File: config.mk
export PLATFORM = sky130hd
export DESIGN_NAME = usb_in_ep_ctrl
export DESIGN_NICKNAME = d
export VERILOG_FILES = /design/src/rtl/usb_in_ep_pkg.sv /design/src/rtl/usb_in_ep_slots.sv /design/src/rtl/usb_in_ep_toggle.sv /design/src/rtl/usb_in_ep_reply.sv /design/src/rtl/usb_in_ep_ctrl.sv
export SDC_FILE = /design/constraint.sdc
export NUM_CORES = 1
export LEC_CHECK = 0
export BUFFER_PORTS_ARGS = -buffer_cell sky130_fd_sc_hd__buf_2
export CAP_MARGIN = 20
export CELL_PAD_IN_SITES_DETAIL_PLACEMENT = 0
export CELL_PAD_IN_SITES_GLOBAL_PLACEMENT = 1
export CORE_ASPECT_RATIO = 0.75
export CORE_MARGIN = 5
export CORE_UTILIZATION = 35
export CTS_CLUSTER_DIAMETER = 200
export DETAILED_ROUTE_END_ITERATION = 10
export GPL_TIMING_DRIVEN = 0
export PLACE_DENSITY = 0.83
export SETUP_SLACK_MARGIN = 0.2
export SLEW_MARGIN = 25
export SYNTH_ARGS = -nofsm -noshare
export SYNTH_HDL_FRONTEND = slang
export SYNTH_HIERARCHICAL = 1
export SYNTH_SLANG_ARGS = --single-unit
File: constraint.sdc
create_clock -name clk -period 2.3 [get_ports clk]
set_input_delay 0 -clock clk [delete_from_list [all_inputs] [get_ports clk]]
set_output_delay 0 -clock clk [all_outputs]
set_load 0.005 [all_outputs]
File: src/rtl/usb_in_ep_pkg.sv
package usb_in_ep_pkg;

  typedef enum logic [2:0] {
    RSP_NONE  = 3'd0,
    RSP_DATA0 = 3'd1,
    RSP_DATA1 = 3'd2,
    RSP_NAK   = 3'd3,
    RSP_STALL = 3'd4
  } rsp_e;

  localparam int CNT_W = 2;

  // Status code from packet count; the double layout marks one packet as 10.
  function automatic logic [1:0] sts_encode(input logic dbl, input logic [CNT_W-1:0] cnt);
    logic [1:0] s;
    case (cnt)
      2'd0:    s = 2'b00;
      2'd1:    s = dbl ? 2'b10 : 2'b11;
      default: s = 2'b11;
    endcase
    return s;
  endfunction

endpackage

File: src/rtl/usb_in_ep_slots.sv
module usb_in_ep_slots
  import usb_in_ep_pkg::*;
#(
  parameter bit DOUBLE_BUF = 1'b1
) (
  input  logic             clk,
  input  logic             rst_n,
  input  logic             load_req,
  input  logic             consume,
  input  logic             flush_all,
  input  logic             ptr_clear,
  output logic [CNT_W-1:0] cnt,
  output logic             rd_slot,
  output logic             wr_slot,
  output logic             last_slot
);

  localparam int NSLOT = DOUBLE_BUF ? 2 : 1;
  localparam logic [CNT_W-1:0] CAP = CNT_W'(NSLOT);

  logic rd_adv, wr_adv, load_ok, con_ok;

  generate
    if (NSLOT == 1) begin : g_one
      assign rd_adv = 1'b0;
      assign wr_adv = 1'b0;
    end else begin : g_two
      assign rd_adv = ~rd_slot;
      assign wr_adv = ~wr_slot;
    end
  endgenerate

  assign load_ok = load_req && (cnt != CAP);
  assign con_ok  = consume && (cnt != '0);

  always_ff @(posedge clk) begin
    if (!rst_n) begin
      cnt       <= '0;
      rd_slot   <= 1'b0;
      wr_slot   <= 1'b0;
      last_slot <= 1'b0;
    end else if (flush_all) begin
      cnt     <= '0;
      rd_slot <= wr_slot;
    end else if (ptr_clear) begin
      rd_slot   <= 1'b0;
      wr_slot   <= 1'b0;
      last_slot <= 1'b0;
    end else begin
      cnt <= cnt + CNT_W'(load_ok) - CNT_W'(con_ok);
      if (load_ok) wr_slot <= wr_adv;
      if (con_ok) begin
        rd_slot   <= rd_adv;
        last_slot <= rd_slot;
      end
    end
  end

endmodule

File: src/rtl/usb_in_ep_toggle.sv
module usb_in_ep_toggle (
  input  logic clk,
  input  logic rst_n,
  input  logic flip,
  input  logic clear,
  output logic tog
);

  always_ff @(posedge clk) begin
    if (!rst_n)     tog <= 1'b0;
    else if (clear) tog <= 1'b0;
    else if (flip)  tog <= ~tog;
  end

endmodule

File: src/rtl/usb_in_ep_reply.sv
module usb_in_ep_reply
  import usb_in_ep_pkg::*;
(
  input  logic       clk,
  input  logic       rst_n,
  input  logic       tok,
  input  logic       stall,
  input  logic       rate_fb,
  input  logic       have_pkt,
  input  logic       tog,
  input  logic       rd_slot,
  input  logic       last_slot,
  input  logic       end_xfer,
  output logic       rsp_valid,
  output logic [2:0] rsp_code,
  output logic       rsp_slot,
  output logic       awaiting
);

  rsp_e pick;
  logic send_data;

  always_comb begin
    send_data = 1'b0;
    if (stall) begin
      pick = RSP_STALL;
    end else if (rate_fb || have_pkt) begin
      pick      = tog ? RSP_DATA1 : RSP_DATA0;
      send_data = 1'b1;
    end else begin
      pick = RSP_NAK;
    end
  end

  always_ff @(posedge clk) begin
    if (!rst_n) begin
      rsp_valid <= 1'b0;
      rsp_code  <= RSP_NONE;
      rsp_slot  <= 1'b0;
      awaiting  <= 1'b0;
    end else begin
      rsp_valid <= tok;
      rsp_code  <= tok ? pick : RSP_NONE;
      if (tok) begin
        rsp_slot <= have_pkt ? rd_slot : last_slot;
        awaiting <= send_data;
      end else if (end_xfer) begin
        awaiting <= 1'b0;
      end
    end
  end

endmodule

File: src/rtl/usb_in_ep_ctrl.sv
module usb_in_ep_ctrl
  import usb_in_ep_pkg::*;
#(
  parameter bit DOUBLE_BUF = 1'b1
) (
  input  logic       clk,
  input  logic       rst_n,
  input  logic       fw_pkt_ready,
  input  logic       fw_flush,
  input  logic       fw_auto_flush_en,
  input  logic       fw_toggle_init,
  input  logic       fw_send_stall,
  input  logic       fw_rate_fb,
  input  logic       bus_in_token,
  input  logic       bus_ack,
  input  logic       bus_timeout,
  output logic       rsp_valid,
  output logic [2:0] rsp_code,
  output logic       rsp_slot,
  output logic       wr_slot,
  output logic [1:0] buf_sts,
  output logic       ep_irq
);

  logic [CNT_W-1:0] cnt;
  logic rd_slot, last_slot, tog, awaiting;
  logic consume, flush_all, ptr_clear, end_xfer;

  assign consume   = bus_ack && awaiting;
  assign flush_all = fw_flush || (bus_timeout && awaiting && fw_auto_flush_en);
  assign ptr_clear = fw_toggle_init && (cnt == '0);
  assign end_xfer  = bus_ack || bus_timeout || flush_all || ptr_clear;

  usb_in_ep_slots #(.DOUBLE_BUF(DOUBLE_BUF)) u_slots (
    .clk       (clk),
    .rst_n     (rst_n),
    .load_req  (fw_pkt_ready),
    .consume   (consume),
    .flush_all (flush_all),
    .ptr_clear (ptr_clear),
    .cnt       (cnt),
    .rd_slot   (rd_slot),
    .wr_slot   (wr_slot),
    .last_slot (last_slot)
  );

  usb_in_ep_toggle u_toggle (
    .clk   (clk),
    .rst_n (rst_n),
    .flip  (consume),
    .clear (ptr_clear),
    .tog   (tog)
  );

  usb_in_ep_reply u_reply (
    .clk       (clk),
    .rst_n     (rst_n),
    .tok       (bus_in_token),
    .stall     (fw_send_stall),
    .rate_fb   (fw_rate_fb),
    .have_pkt  (cnt != '0),
    .tog       (tog),
    .rd_slot   (rd_slot),
    .last_slot (last_slot),
    .end_xfer  (end_xfer),
    .rsp_valid (rsp_valid),
    .rsp_code  (rsp_code),
    .rsp_slot  (rsp_slot),
    .awaiting  (awaiting)
  );

  always_ff @(posedge clk) begin
    if (!rst_n) ep_irq <= 1'b0;
    else        ep_irq <= consume;
  end

  assign buf_sts = sts_encode(DOUBLE_BUF, cnt);

endmodule

==> flow_metrics.tcl <==
set metrics [dict create \
    final_nets 105 \
    fillers 178 \
    hold-worst-slack_ns 0.0237 \
    synth_xor_area_share_pct 2.85 \
    worstSetupPathType "input port to flip-flop" \
    setup_ws_ns 0.319 \
    viasPerCell 4.76 \
    drtPass1Iterations 2 \
    area_delta_synth_final_pct 29.1 \
    post-route-min-period_ns 1.98 \
    grt_pass1_wl_mm 2.25 \
    end_kind "flip-flop" \
    place.gp.congestion 0.745 \
    place_ws_ns 0.400 \
    status "complete, no violations" \
    startpoint "bus_ack" \
    clock_latency_ns 0.27 \
    drc_errors 0 \
    worstHoldPathCells 3 \
    antenna_found_initial 0 \
    row_count 13 \
    r2r-start "u_slots/cnt[1]$_SDFFE_PP0N_" \
    ys_seq_area_share_pct 42.4 \
    regArea_sq_um 260 \
    hpwlAfterDp_mm 1.02 \
    slew_violations 0 \
    post_drt_wl_per_cell_um 12.1 \
    cts_buffers 3 \
    multi_input_comb_area_sq_um 320 \
    netlist_area_sq_um 614 \
    cts_sinks 13 \
    finalSetupViolCount 0 \
    die_h_um 46.3 \
    synthesis.nets 78 \
    ios 20 \
    hold_violations 0 \
    post_cts_resized 0 \
    detail-route-antenna-nets 0 \
    diodes 0 \
    cellLeakagePower_nw 0.357 \
    mostFrequentLayoutCells "buf_2 (19), dfxtp_1 (13), inv_1 (5)" \
    muxShareOfSynthArea_pct 3.26 \
    synth_cell_types 32 \
    powerDensity_nw_per_um2 540 \
    drv_cap 0 \
    fmax_ghz 0.505 \
    critPathMaxFanout 5 \
    tritoncts "yes" \
    h-tree-depth 1 \
    core_sq_um 1710 \
    synth_seq_cells 13 \
    ir_drop_v 0.000299 \
    io_buffer_count 19 \
    syn_avg_cell_area_sq_um 9.45 \
    rsz0062_at_grt "no" \
    clock_path_buffers 2 \
    timing.rr.end "u_slots/cnt[1]$_SDFFE_PP0N_" \
    synth_warnings 6 \
    synth_adder_area_share_pct 4.07 \
    clock_skew_ns 0.00518 \
    rr_worst_depth 8 \
    vias 538 \
    synth_cells 65 \
    initial_utilization_pct 36.0 \
    hold_class "input port to flip-flop" \
    crit_arrival_ns 2.19 \
    total_power_uw 429 \
    dieArea_sq_um 2700 \
    cp-endpoint "u_slots/cnt[1]$_SDFFE_PP0N_" \
    synth_compound_area_share_pct 12.0 \
    r2r_slack_ns 0.38 \
    layout-drive-gt1-share_pct 33.0 \
    clkTransAtPathRegs_ns 0.08 \
    yosys.area_share.simple_pct 29.9 \
    grt_pass1_vias 507 \
    cp.required_ns 2.50 \
    final_common_cell "buf_2" \
    root_buffer "clkbuf_4" \
    routed_wl_mm 1.37 \
    post-route-period-util_pct 86.1 \
    grt_use_total_pct 11.7 \
    worstSetupStartpointType "input port" \
    synth_top_family_by_area "simple AND/OR/NAND/NOR gates" \
    setup_tns_ns 0 \
    relSlewSlack_pct 69.3 \
    drt_iter0_drc 4 \
    worst_pin_slew_ns 0.459 \
    die_w_um 58.4 \
    grt_max_degree 10 \
    grt-ovfl-total 0 \
]
## stage by stage
step	instance area (sq um)	std cells	utilization, %
after floorplan	614	65	-
after global placement	737	106	43.2
after detailed placement	737	106	43.2
after CTS	793	113	46.4
after global routing	793	113	46.4
final	793	113	46.4
## cells by family (layout without fill, tap and decap cells)
kind of cell / Yosys count / in the layout
XOR/XNOR: 2 / 2
buffers and inverters: 7 / 33
AND/OR/NAND/NOR: 28 / 28
flip-flops: 13 / 13
multiplexers: 2 / 2
AO/OA/AOI/OAI: 11 / 11
adder cells (fa/ha/maj): 2 / 2
## worst max-delay path: stages
cell           delay (ns)
dlygate4sd3_1        0.54
buf_2                0.13
and2_1               0.17
o21ai_2              0.11
inv_1                0.08
ha_1                 0.27
inv_1                0.04
ha_1                 0.18
xnor2_1              0.13
or3_2                0.40
a21oi_1              0.14
## where the power goes
part	switching (mW)	leakage, nW	internal (mW)
Clock	0.0688	0.0150	0.0672
Sequential	0.00421	0.106	0.232
Combinational	0.0275	0.236	0.0291
Total	0.100	0.357	0.328
## routing by layer
metal | share of wire (%) | global-route usage [%] | up-vias
met5 | 0 | 0 | -
met4 | 0.73 | 4.17 | 0
met3 | 5.2 | 5.88 | 2
met2 | 49 | 17.8 | 8
met1 | 45 | 14.4 | 244
li1 | - | - | 284
## sequential cells by signal, indices dropped and copies added, names as in the netlist
register           flops
u_toggle/tog           1
u_reply/rsp_code       3
u_reply/awaiting       1
u_slots/last_slot      1
u_slots/cnt            2
u_reply/rsp_slot       1
u_slots/rd_slot        1
u_reply/rsp_valid      1
u_slots/wr_slot        1
ep_irq                 1
## how the worst min path moves through the flow
stage	startpoint	to	slack, ns
after CTS	fw_pkt_ready	u_slots/wr_slot$_SDFFE_PN0P_	0.01
after floorplan	fw_send_stall	u_reply/rsp_code[0]$_SDFF_PP0_	0.08
final	fw_pkt_ready	u_slots/wr_slot$_SDFFE_PN0P_	0.02
after global routing	rst_n	u_reply/awaiting$_SDFFE_PN0P_	0.009
after global placement	fw_send_stall	u_reply/rsp_code[0]$_SDFF_PP0_	0.23
after detailed placement	fw_send_stall	u_reply/rsp_code[0]$_SDFF_PP0_	0.22
## what timing repair did
| item | CTS | global route |
|---|---|---|
| endpoints found under the hold margin | 4 | 0 |
| hold buffers | 3 | 0 |
| buffers inserted | 0 | 0 |
## cells in the mapped netlist, drive strengths merged
| cell | instances | area [sq um] |
|---|---|---|
| a211o | 1 | 8.76 |
| a21oi | 2 | 10.0 |
| a31o | 1 | 8.76 |
| a31oi | 2 | 12.5 |
| and2 | 1 | 6.26 |
| and3 | 2 | 12.5 |
| buf | 1 | 11.3 |
| clkbuf | 1 | 3.75 |
| dfxtp | 13 | 260 |
| ha | 2 | 25.0 |
| inv | 5 | 18.8 |
| mux2i | 2 | 20.0 |
| nand2 | 4 | 15.0 |
| nand2b | 2 | 12.5 |
| nand3 | 1 | 5.00 |
| nand3b | 1 | 7.51 |
| nor2 | 3 | 13.8 |
| nor2b | 1 | 6.26 |
| nor3 | 3 | 15.0 |
| nor3b | 4 | 40.0 |
| o211ai | 1 | 7.51 |
| o21a | 1 | 7.51 |
| o21ai | 3 | 18.8 |
| or2 | 1 | 6.26 |
| or3 | 1 | 7.51 |
| or4 | 2 | 15.0 |
| or4b | 1 | 10.0 |
| or4bb | 1 | 11.3 |
| xnor2 | 2 | 17.5 |
## area by class of cell
class	instances	area share (%)
Clock buffer	4	3.31
Inverter	5	2.37
Buffer	2	1.89
Sequential cell	13	32.8
Timing Repair Buffer	22	15.8
Multi-Input combinational cell	45	40.4
Tap cell	22	3.47
Note: power is estimated with default switching activity, not from simulation.
